### src/rtl/adc_oc_pkg.sv
package adc_oc_pkg;
  localparam int CODE_W    = 14;
  localparam int OUT_W     = CODE_W + 2;
  localparam int OFF_W     = 12;
  localparam int BUS_W     = 15;
  localparam int OFF_LIMIT = 1310;

  typedef enum logic [1:0] {
    LMODE_RSV_LO = 2'b00,
    LMODE_IMM    = 2'b01,
    LMODE_DEFER  = 2'b10,
    LMODE_RSV_HI = 2'b11
  } load_mode_e;
endpackage

### src/rtl/adc_oc_offset_reg.sv
module adc_oc_offset_reg #(
  parameter int BUS_W     = adc_oc_pkg::BUS_W,
  parameter int OFF_W     = adc_oc_pkg::OFF_W,
  parameter int OFF_LIMIT = adc_oc_pkg::OFF_LIMIT
) (
  input  logic                    clk,
  input  logic                    rst_n,
  input  logic                    wr_en,
  input  logic [BUS_W-1:0]        wr_word,
  output logic signed [OFF_W-1:0] offset_q
);
  localparam int TAG_W = BUS_W - OFF_W;

  logic signed [OFF_W-1:0] cand;
  logic                    tag_ok;
  logic                    range_ok;

  assign cand     = wr_word[OFF_W-1:0];
  assign tag_ok   = (wr_word[BUS_W-1:OFF_W] == {TAG_W{1'b0}});
  assign range_ok = (int'(cand) <= OFF_LIMIT) && (int'(cand) >= -OFF_LIMIT);

  always_ff @(posedge clk or negedge rst_n) begin
    if (!rst_n)                          offset_q <= '0;
    else if (wr_en && tag_ok && range_ok) offset_q <= cand;
  end

  AST_OFFSET_IN_RANGE: assert property (@(posedge clk) disable iff (!rst_n)
    (int'(offset_q) <= OFF_LIMIT) && (int'(offset_q) >= -OFF_LIMIT));

  AST_BAD_TAG_IGNORED: assert property (@(posedge clk) disable iff (!rst_n)
    (wr_en && !tag_ok) |=> $stable(offset_q));
endmodule

### src/rtl/adc_oc_arith.sv
module adc_oc_arith #(
  parameter int CODE_W = adc_oc_pkg::CODE_W,
  parameter int OUT_W  = adc_oc_pkg::OUT_W,
  parameter int OFF_W  = adc_oc_pkg::OFF_W
) (
  input  logic signed [OUT_W-1:0] raw,
  input  logic signed [OFF_W-1:0] offset,
  input  logic                    clip_en,
  output logic [OUT_W-1:0]        result
);
  localparam int SUM_W = OUT_W + 1;
  localparam logic signed [SUM_W-1:0] CLIP_HI = SUM_W'((1 << CODE_W) - 1);
  localparam logic signed [SUM_W-1:0] WIDE_HI = SUM_W'((1 << (OUT_W - 1)) - 1);
  localparam logic signed [SUM_W-1:0] WIDE_LO = ~WIDE_HI;

  logic signed [SUM_W-1:0] sum;
  logic signed [SUM_W-1:0] lim;

  always_comb begin
    sum = SUM_W'(raw) + SUM_W'(offset);
    if (clip_en) begin
      if (sum[SUM_W-1])     lim = '0;
      else if (sum > CLIP_HI) lim = CLIP_HI;
      else                  lim = sum;
    end else begin
      if (sum > WIDE_HI)      lim = WIDE_HI;
      else if (sum < WIDE_LO) lim = WIDE_LO;
      else                    lim = sum;
    end
    result = lim[OUT_W-1:0];
  end
endmodule

### src/rtl/adc_oc_outreg.sv
module adc_oc_outreg
  import adc_oc_pkg::*;
#(
  parameter int OUT_W = adc_oc_pkg::OUT_W
) (
  input  logic             clk,
  input  logic             rst_n,
  input  logic [1:0]       mode_sel,
  input  logic             cnv_valid,
  output logic             cnv_ready,
  input  logic [OUT_W-1:0] result,
  input  logic             busy,
  input  logic             convst_n,
  input  logic             rd_req,
  output logic [OUT_W-1:0] dout,
  output logic             mode_error,
  output logic             rd_resp_valid,
  output logic [OUT_W-1:0] rd_resp_data,
  output logic             read_during_conv
);
  load_mode_e      mode;
  logic            is_imm, is_def, reserved, fire, cs_q, cs_fall;
  logic [OUT_W-1:0] pend;

  assign mode      = load_mode_e'(mode_sel);
  assign is_imm    = (mode == LMODE_IMM);
  assign is_def    = (mode == LMODE_DEFER);
  assign reserved  = !(is_imm || is_def);
  assign cnv_ready = !reserved;
  assign fire      = cnv_valid && cnv_ready;
  assign cs_fall   = cs_q && !convst_n;

  always_ff @(posedge clk or negedge rst_n) begin
    if (!rst_n) begin
      cs_q <= 1'b1;
      pend <= '0;
      dout <= '0;
      mode_error <= 1'b0;
    end else begin
      cs_q <= convst_n;
      mode_error <= reserved;
      if (is_imm && fire) dout <= result;
      if (is_def) begin
        if (fire)    pend <= result;
        if (cs_fall) dout <= pend;
      end
    end
  end

  always_ff @(posedge clk or negedge rst_n) begin
    if (!rst_n) begin
      rd_resp_valid    <= 1'b0;
      rd_resp_data     <= '0;
      read_during_conv <= 1'b0;
    end else begin
      rd_resp_valid <= rd_req;
      if (rd_req) begin
        if (busy) read_during_conv <= 1'b1;
        else      rd_resp_data     <= dout;
      end
    end
  end

  AST_CLIP_RANGE_NEG: assert property (@(posedge clk) disable iff (!rst_n)
    (is_imm && fire && result[OUT_W-1]) |=> dout[OUT_W-1]);

  AST_RESERVED_HOLD: assert property (@(posedge clk) disable iff (!rst_n)
    reserved |=> $stable(dout));

  AST_DEFER_HOLD: assert property (@(posedge clk) disable iff (!rst_n)
    (is_def && !cs_fall) |=> $stable(dout));

  AST_BUSY_READ_REPLAY: assert property (@(posedge clk) disable iff (!rst_n)
    (rd_req && busy) |=> $stable(rd_resp_data));

  AST_STICKY_FLAG: assert property (@(posedge clk) disable iff (!rst_n)
    read_during_conv |=> read_during_conv);

  AST_READ_RESPONDS: assert property (@(posedge clk) disable iff (!rst_n)
    (rd_req && !busy) |=> (rd_resp_valid && rd_resp_data == $past(dout)));
endmodule

### src/rtl/adc_offset_clip.sv
module adc_offset_clip
  import adc_oc_pkg::*;
#(
  parameter int CODE_W_P = adc_oc_pkg::CODE_W,
  parameter int OUT_W_P  = adc_oc_pkg::OUT_W,
  parameter int OFF_W_P  = adc_oc_pkg::OFF_W,
  parameter int BUS_W_P  = adc_oc_pkg::BUS_W
) (
  input  logic               clk,
  input  logic               rst_n,
  input  logic [1:0]         mode_sel,
  input  logic               clip_en,
  input  logic               off_wr_en,
  input  logic [BUS_W_P-1:0] off_wr_word,
  input  logic               busy,
  input  logic               convst_n,
  input  logic               cnv_valid,
  output logic               cnv_ready,
  input  logic [OUT_W_P-1:0] cnv_code,
  output logic [OUT_W_P-1:0] dout,
  input  logic               rd_req,
  output logic               rd_resp_valid,
  output logic [OUT_W_P-1:0] rd_resp_data,
  output logic               mode_error,
  output logic               read_during_conv
);
  logic signed [OFF_W_P-1:0] offset_q;
  logic [OUT_W_P-1:0]        result;

  adc_oc_offset_reg #(.BUS_W(BUS_W_P), .OFF_W(OFF_W_P), .OFF_LIMIT(OFF_LIMIT)) u_off (
    .clk(clk), .rst_n(rst_n), .wr_en(off_wr_en), .wr_word(off_wr_word),
    .offset_q(offset_q)
  );

  adc_oc_arith #(.CODE_W(CODE_W_P), .OUT_W(OUT_W_P), .OFF_W(OFF_W_P)) u_arith (
    .raw($signed(cnv_code)), .offset(offset_q), .clip_en(clip_en), .result(result)
  );

  adc_oc_outreg #(.OUT_W(OUT_W_P)) u_out (
    .clk(clk), .rst_n(rst_n), .mode_sel(mode_sel), .cnv_valid(cnv_valid),
    .cnv_ready(cnv_ready), .result(result), .busy(busy), .convst_n(convst_n),
    .rd_req(rd_req), .dout(dout), .mode_error(mode_error),
    .rd_resp_valid(rd_resp_valid), .rd_resp_data(rd_resp_data),
    .read_during_conv(read_during_conv)
  );

  AST_CLIP_UPPER_ZERO: assert property (@(posedge clk) disable iff (!rst_n)
    (mode_sel == 2'b01 && cnv_valid && clip_en) |=> (dout[OUT_W_P-1:CODE_W_P] == '0));
endmodule

### config.mk
export PLATFORM = sky130hd
export DESIGN_NAME = adc_offset_clip
export DESIGN_NICKNAME = d
export VERILOG_FILES = /design/src/rtl/adc_oc_pkg.sv /design/src/rtl/adc_oc_offset_reg.sv /design/src/rtl/adc_oc_arith.sv /design/src/rtl/adc_oc_outreg.sv /design/src/rtl/adc_offset_clip.sv
export SDC_FILE = /design/constraint.sdc
export NUM_CORES = 1
export LEC_CHECK = 0
export BUFFER_PORTS_ARGS = -buffer_cell sky130_fd_sc_hd__buf_2
export CORE_UTILIZATION = 40
export DETAILED_ROUTE_END_ITERATION = 12
export HOLD_SLACK_MARGIN = 0.15
export PLACE_DENSITY = 0.59
export SYNTH_ARGS = -nofsm -noshare
export SYNTH_HDL_FRONTEND = slang
export SYNTH_SLANG_ARGS = --single-unit
### constraint.sdc
create_clock -name clk -period 3 [get_ports clk]
set_input_delay 0.15 -clock clk [delete_from_list [all_inputs] [get_ports clk]]
set_output_delay 0.15 -clock clk [all_outputs]
set_load 0.01 [all_outputs]
; Word-level counts from Yosys, hierarchy flattened
; Index checks and enable logic that the tools add are counted.
[word_totals]
output_inout_bits = 36
elab_cells = 38
inputBits = 41
register_bits = 64
[classes]
bitwise_logic = 1
muxes = 8
eq_ne = 2
n_addsub = 1
n_reduce_logical = 13
n_lt_le_gt_ge = 5
[ops]
columns = op, n
row1 = 2-to-1 mux 16 bit, 8
row2 = adder 16 x 12 -> 17 bit, 1
row3 = "greater-than comparator 17 x 15 -> 1 bit, second input constant", 1
row4 = "greater-than comparator 17 x 16 -> 1 bit, second input constant", 1
row5 = "< comparator 17 x 16 -> 1 bit, second input constant", 1
row6 = ">= comparator 12 bit, second input constant", 1
row7 = "<= comparator 12 bit, second input constant", 1
row8 = logical AND 1 bit, 6
row9 = AND reduction 2 bit, 3
row10 = logical NOT 3 bit, 1
row11 = "== test 2 x 1 -> 1 bit, second input constant", 1
row12 = "== test 2 bit, second input constant", 1
row13 = logical NOT 1 bit, 2
row14 = logical OR 1 bit, 1
row15 = inverter 1 bit, 1

; Longest topological paths before layout
[logic_depth]
depth_word = 8
ltp_mapped = 12
depth_no_buf = 11

; Cells and area by module
; Synthesis repeated with hierarchy kept, for this count alone.
[hier_totals]
hier_cells = 353
hier_area_um2 = 3744.8
[modules_own_cells]
columns = mod, cells_each, seq_area_each_um2, instances, area_per_inst_um2
row1 = adc_oc_outreg, 168, 1302.5, 1, 2098.3
row2 = adc_oc_arith, 144, 0.0, 1, 1071.0
row3 = adc_oc_offset_reg, 41, 300.3, 1, 575.6

; Worst setup path before layout
; OpenSTA, ideal clock, no wires.
[synth_path]
kind = register to register
from = register u_off.offset_q[0]
to = register u_out.dout[14]
synth_period_minus_slack_ps = 2565
arrival_ps = 2488
n_path_buf = 0
stages_incl_launch_ff = 12
setup_slack_ps = 435
t_required_ps = 2923
setup_time_ps = 77
cell_sequence = dfrtp_1 ha_1 inv_1 fa_1 nor2b_1 o211ai_1 a31oi_1 a211o_2 nand3_4 maj3_2 or3_1 a21oi_1
[synth_via]
elab_chain_cells = 8
word_cells_on_any_way = 12
cone_classes = add/sub (1) / order compare (3) / mux (8)
[synth_lines]
columns = item, line
row1 = from (decl), adc_oc_offset_reg.sv:10  ; output logic signed [OFF_W-1:0] offset_q
row2 = from (signal assigned), adc_oc_offset_reg.sv:24  ; else if (wr_en && tag_ok && range_ok) offset_q <= cand;
row3 = adder 16 x 12 -> 17 bit (*), adc_oc_arith.sv:20  ; sum = SUM_W'(raw) + SUM_W'(offset);
row4 = < comparator 17 x 16 -> 1 bit / greater-than comparator 17 x 15 -> 1 bit (equally long branches), "adc_oc_arith.sv:27, adc_oc_arith.sv:23"
row5 = 2-to-1 mux 16 bit (on tied branches), "adc_oc_arith.sv:27, adc_oc_arith.sv:23"
row6 = 2-to-1 mux 16 bit (on tied branches), "adc_oc_arith.sv:26, adc_oc_arith.sv:22"
row7 = 2-to-1 mux 16 bit (*), adc_oc_arith.sv:21  ; if (clip_en) begin
row8 = 2-to-1 mux 16 bit (*), adc_oc_outreg.sv:42  ; if (is_imm && fire) dout <= result;
row9 = 2-to-1 mux 16 bit, adc_oc_outreg.sv:45  ; if (cs_fall) dout <= pend;
row10 = 2-to-1 mux 16 bit (*), adc_oc_outreg.sv:43  ; if (is_def) begin
row11 = to (signal assigned), adc_oc_outreg.sv:42
row12 = to (signal assigned), adc_oc_outreg.sv:45
row13 = to (decl), adc_oc_outreg.sv:15  ; output logic [OUT_W-1:0] dout,
; Every way passes the cells marked *; elsewhere a longest branch is shown, timed or not.
; A chain may end at the register's enable or synchronous reset.

; Worst setup path after layout
[layout_path]
from = register u_off.offset_q[11]
to = register u_out.pend[11]
[layout_via]
elab_chain_cells = 5
word_cells_on_any_way = 9
cone_classes = add/sub (1) / order compare (3) / mux (5)
[layout_lines]
columns = item, line
row1 = adder 16 x 12 -> 17 bit (*), adc_oc_arith.sv:20
row2 = < comparator 17 x 16 -> 1 bit / greater-than comparator 17 x 15 -> 1 bit (equally long branches), "adc_oc_arith.sv:27, adc_oc_arith.sv:23"
row3 = 2-to-1 mux 16 bit (on tied branches), "adc_oc_arith.sv:27, adc_oc_arith.sv:23"
row4 = 2-to-1 mux 16 bit (on tied branches), "adc_oc_arith.sv:26, adc_oc_arith.sv:22"
row5 = 2-to-1 mux 16 bit (*), adc_oc_arith.sv:21
row6 = to (signal assigned), adc_oc_outreg.sv:44  ; if (fire) pend <= result;
row7 = to (decl), adc_oc_outreg.sv:23  ; logic [OUT_W-1:0] pend;
; Marked as above.

==> results.md <==
* Critical path arrival at 2990 ps
* Crit Path Max Fanout at 7
* Num CTS Buffers at 9
* Metal-1 WL at 3.88 mm
* CP delay by family, top: compound AO/OA/AOI/OAI gates
* Max cap viols at 0
* Top FF cell, synth: dfrtp_1
* Clock latency at the later pin of the worst-skew pair at 340 ps
* Worst hold margin at 264 ps
* Tot GR Track Use at 0.196
* Setup CP Type: flip-flop to flip-flop
* Wirelength per Cell at 15.0 µm
* PnR worst setup slack at 200 ps
* Buffers on Ports at 76
* Pre-CTS setup slack at 173 ps
* I/O Pins at 77
* Crit path launch: u_off.offset_q[11]
* Wire length of the first global-routing pass at 13.7 mm
* Synthesized instance count at 335
* Sink Count at 64
* Mapped Avg Cell Area at 10.5 µm²
* Post-synth ARST share at 1.00
* Total power at 3.76 mW
* DR iter-0 viols at 106
* Setup_tns at 0 ps
* Yosys warnings at 0
* Maximum VDD drop at 269 µV
* Routed length on met2 at 3.76 mm
* Worst-path clk slew at 80 ps
* Drt pass-1 iters at 4
* Ant diodes at 0
* CTS max path bufs at 2
* Critical path capture point type: flip-flop
* Status: complete, no violations
* Most common cell after layout, fill and taps aside: buf_2
* Largest net degree at the start of global routing at 47
* Final setup fails at 0
* Final layout net count at 497
* Most frequent cells in the layout: 76 x buf_2, 63 x dfrtp_1, 32 x nand2_1, 26 x mux2_2, 22 x o21ai_0
* Die Width at 96.0 µm
* Number of synthesized register bits at 64
* Number of H-tree levels at 3
* Critical R2R Launch: u_off.offset_q[11]
* Buffers & Inverters on Critical Path at 1
* Post-synth EDFFs at 0
* CTS Root Cell: clkbuf_8
* CTS tree: yes
* Routed via count at 2903
* Vias per std cell at 5.31
* Final Skew at 12.0 ps
* Syn Nets at 395
* RSZ-0062 raised after global routing: false
* Top Metal Used: met4
* Required @ worst endpoint at 3190 ps
* Dpl hpwl at 6.04 mm
* Initial antenna violation count at 0
* Rel. slew slack at 0.475
* Area growth syn-to-layout at 26.5%
* Max-slew violation count at 0
* Slew @ Worst Pin at 786 ps
* Fin crit share at 0.933
* GPL Wtd Cong at 0.876
* Layout cell share with drive strength beyond 1 at 0.337
* Cell Pwr Density at 842 nW/µm²
* Post-synth cell types at 61
* Final Hold Viols at 0
* Routed Wire Length at 8.21 mm
* CP max stage cell: dfrtp_1
* Crit path cell chain: ha_1 > a21o_1 > a31o_2 > a221oi_2 > o31ai_4 > xnor2_4 > o21ai_4 > buf_4 > a21oi_1 > o21ai_0
* Detail Route Antenna Nets at 0
* Tightest Hold Check Type: input pin to async pin
* Routed met3 length at 415 µm
* DIE AREA at 9210 µm²
* Die height at 96.0 µm
* F_max at 357 MHz
* Global route overflow at 0
* Syn Std Cell Area at 3530 µm²
* CP Launch Type: flip-flop
* Starting Density at 0.421
* Setup bufs post-CTS at 0
* Lkg Pwr at 2.06 nW
* Worst path max stage delay at 460 ps
* Vias in the first global route at 2868
* Sequential share of the synthesized area at 0.454
* Drt drc at 0
* Crit path time final at 2800 ps
* Core Box Area at 8380 µm²
* Num rows at 33
==> cell type report <==
cell class | count | area, µm²
Tap cell | 105 | 131
Clock inverter | 6 | 43.8
Timing Repair Buffer | 103 | 633
Inverter | 12 | 45.0
Fill cell | 753 | 3910
Sequential cell | 64 | 1600
Clock buffer | 10 | 138
Multi-Input combinational cell | 247 | 1870
==> layer usage <==
| layer | vias to the layer above | global-route usage |
|---|---|---|
| met4 | 0 | 0.0833 |
| li1 | 1456 | - |
| met2 | 93 | 0.322 |
| met3 | 14 | 0.0387 |
| met5 | - | 0 |
| met1 | 1340 | 0.252 |
==> what timing repair did <==
| item | CTS | global route |
|---|---|---|
| endpoints found under the hold margin | 38 | 0 |
| resized for setup | 0 | 8 |
| setup endpoints to repair | 0 | 28 |
| hold buffers | 20 | 0 |
==> logic make-up (layout without fill, tap and decap cells) <==
kind of cell / Yosys count / after routing / share of synthesized area
multiplexers: 26 / 26 / 0.0829
buffers and inverters: 24 / 131 / 0.0290
AND/OR/NAND/NOR: 82 / 82 / 0.117
adder cells (fa/ha/maj): 20 / 20 / 0.0726
flip-flops: 64 / 64 / 0.454
XOR/XNOR: 13 / 13 / 0.0344
AO/OA/AOI/OAI: 106 / 106 / 0.210
==> synthesized netlist by cell type (all sizes together), types with 6 or more instances <==
master   n  area [µm²]
nand3    9        57.6
dfrtp   63        1580
a22o     9        78.8
nor2    16        70.1
a211oi  11        87.6
xnor2    6        60.1
o21ai   23         126
a22oi    6        45.0
nand2   32         120
ha      18         225
xor2     7        61.3
inv     12        45.0
mux2    26         293
a21oi   20         108
o22ai    9        56.3
clkbuf   7        28.8
==> metrics by stage <==
stage,cell area (µm²),std cells,utilization
finish,4470,547,0.533
global route,4470,547,0.533
CTS,4420,547,0.527
detailed placement,4040,511,0.482
global placement,4040,511,0.482
floorplan,3530,335,-
==> worst paths after layout <==
kind                            slack (ps)                     end  cells after the start
worst min register to register         460  u_out.read_during_conv                      1
min in group clk                       270      u_off.offset_q[10]                      4
worst max-delay path                   200          u_out.pend[11]                     10
max in group asynchronous             1790          u_out.pend[14]                      3
worst min-delay path                   260     u_out.rd_resp_valid                      2
worst max register to register         200          u_out.pend[11]                     10
==> registers in the layout, summed over array words and instances (netlist names) <==
name                    flops
u_out.rd_resp_data         16
u_out.pend                 16
u_out.cs_q                  1
u_off.offset_q             12
u_out.dout                 16
u_out.mode_error            1
u_out.rd_resp_valid         1
u_out.read_during_conv      1
==> report_power, final <==
| group | internal, mW | leakage, nW | switching [mW] |
|---|---|---|---|
| logic | 0.769 | 1.20 | 0.889 |
| registers | 1.21 | 0.770 | 0.213 |
| clock network | 0.325 | 0.0926 | 0.354 |
| total | 2.31 | 2.06 | 1.46 |
Power figures use the tool's default switching activity.
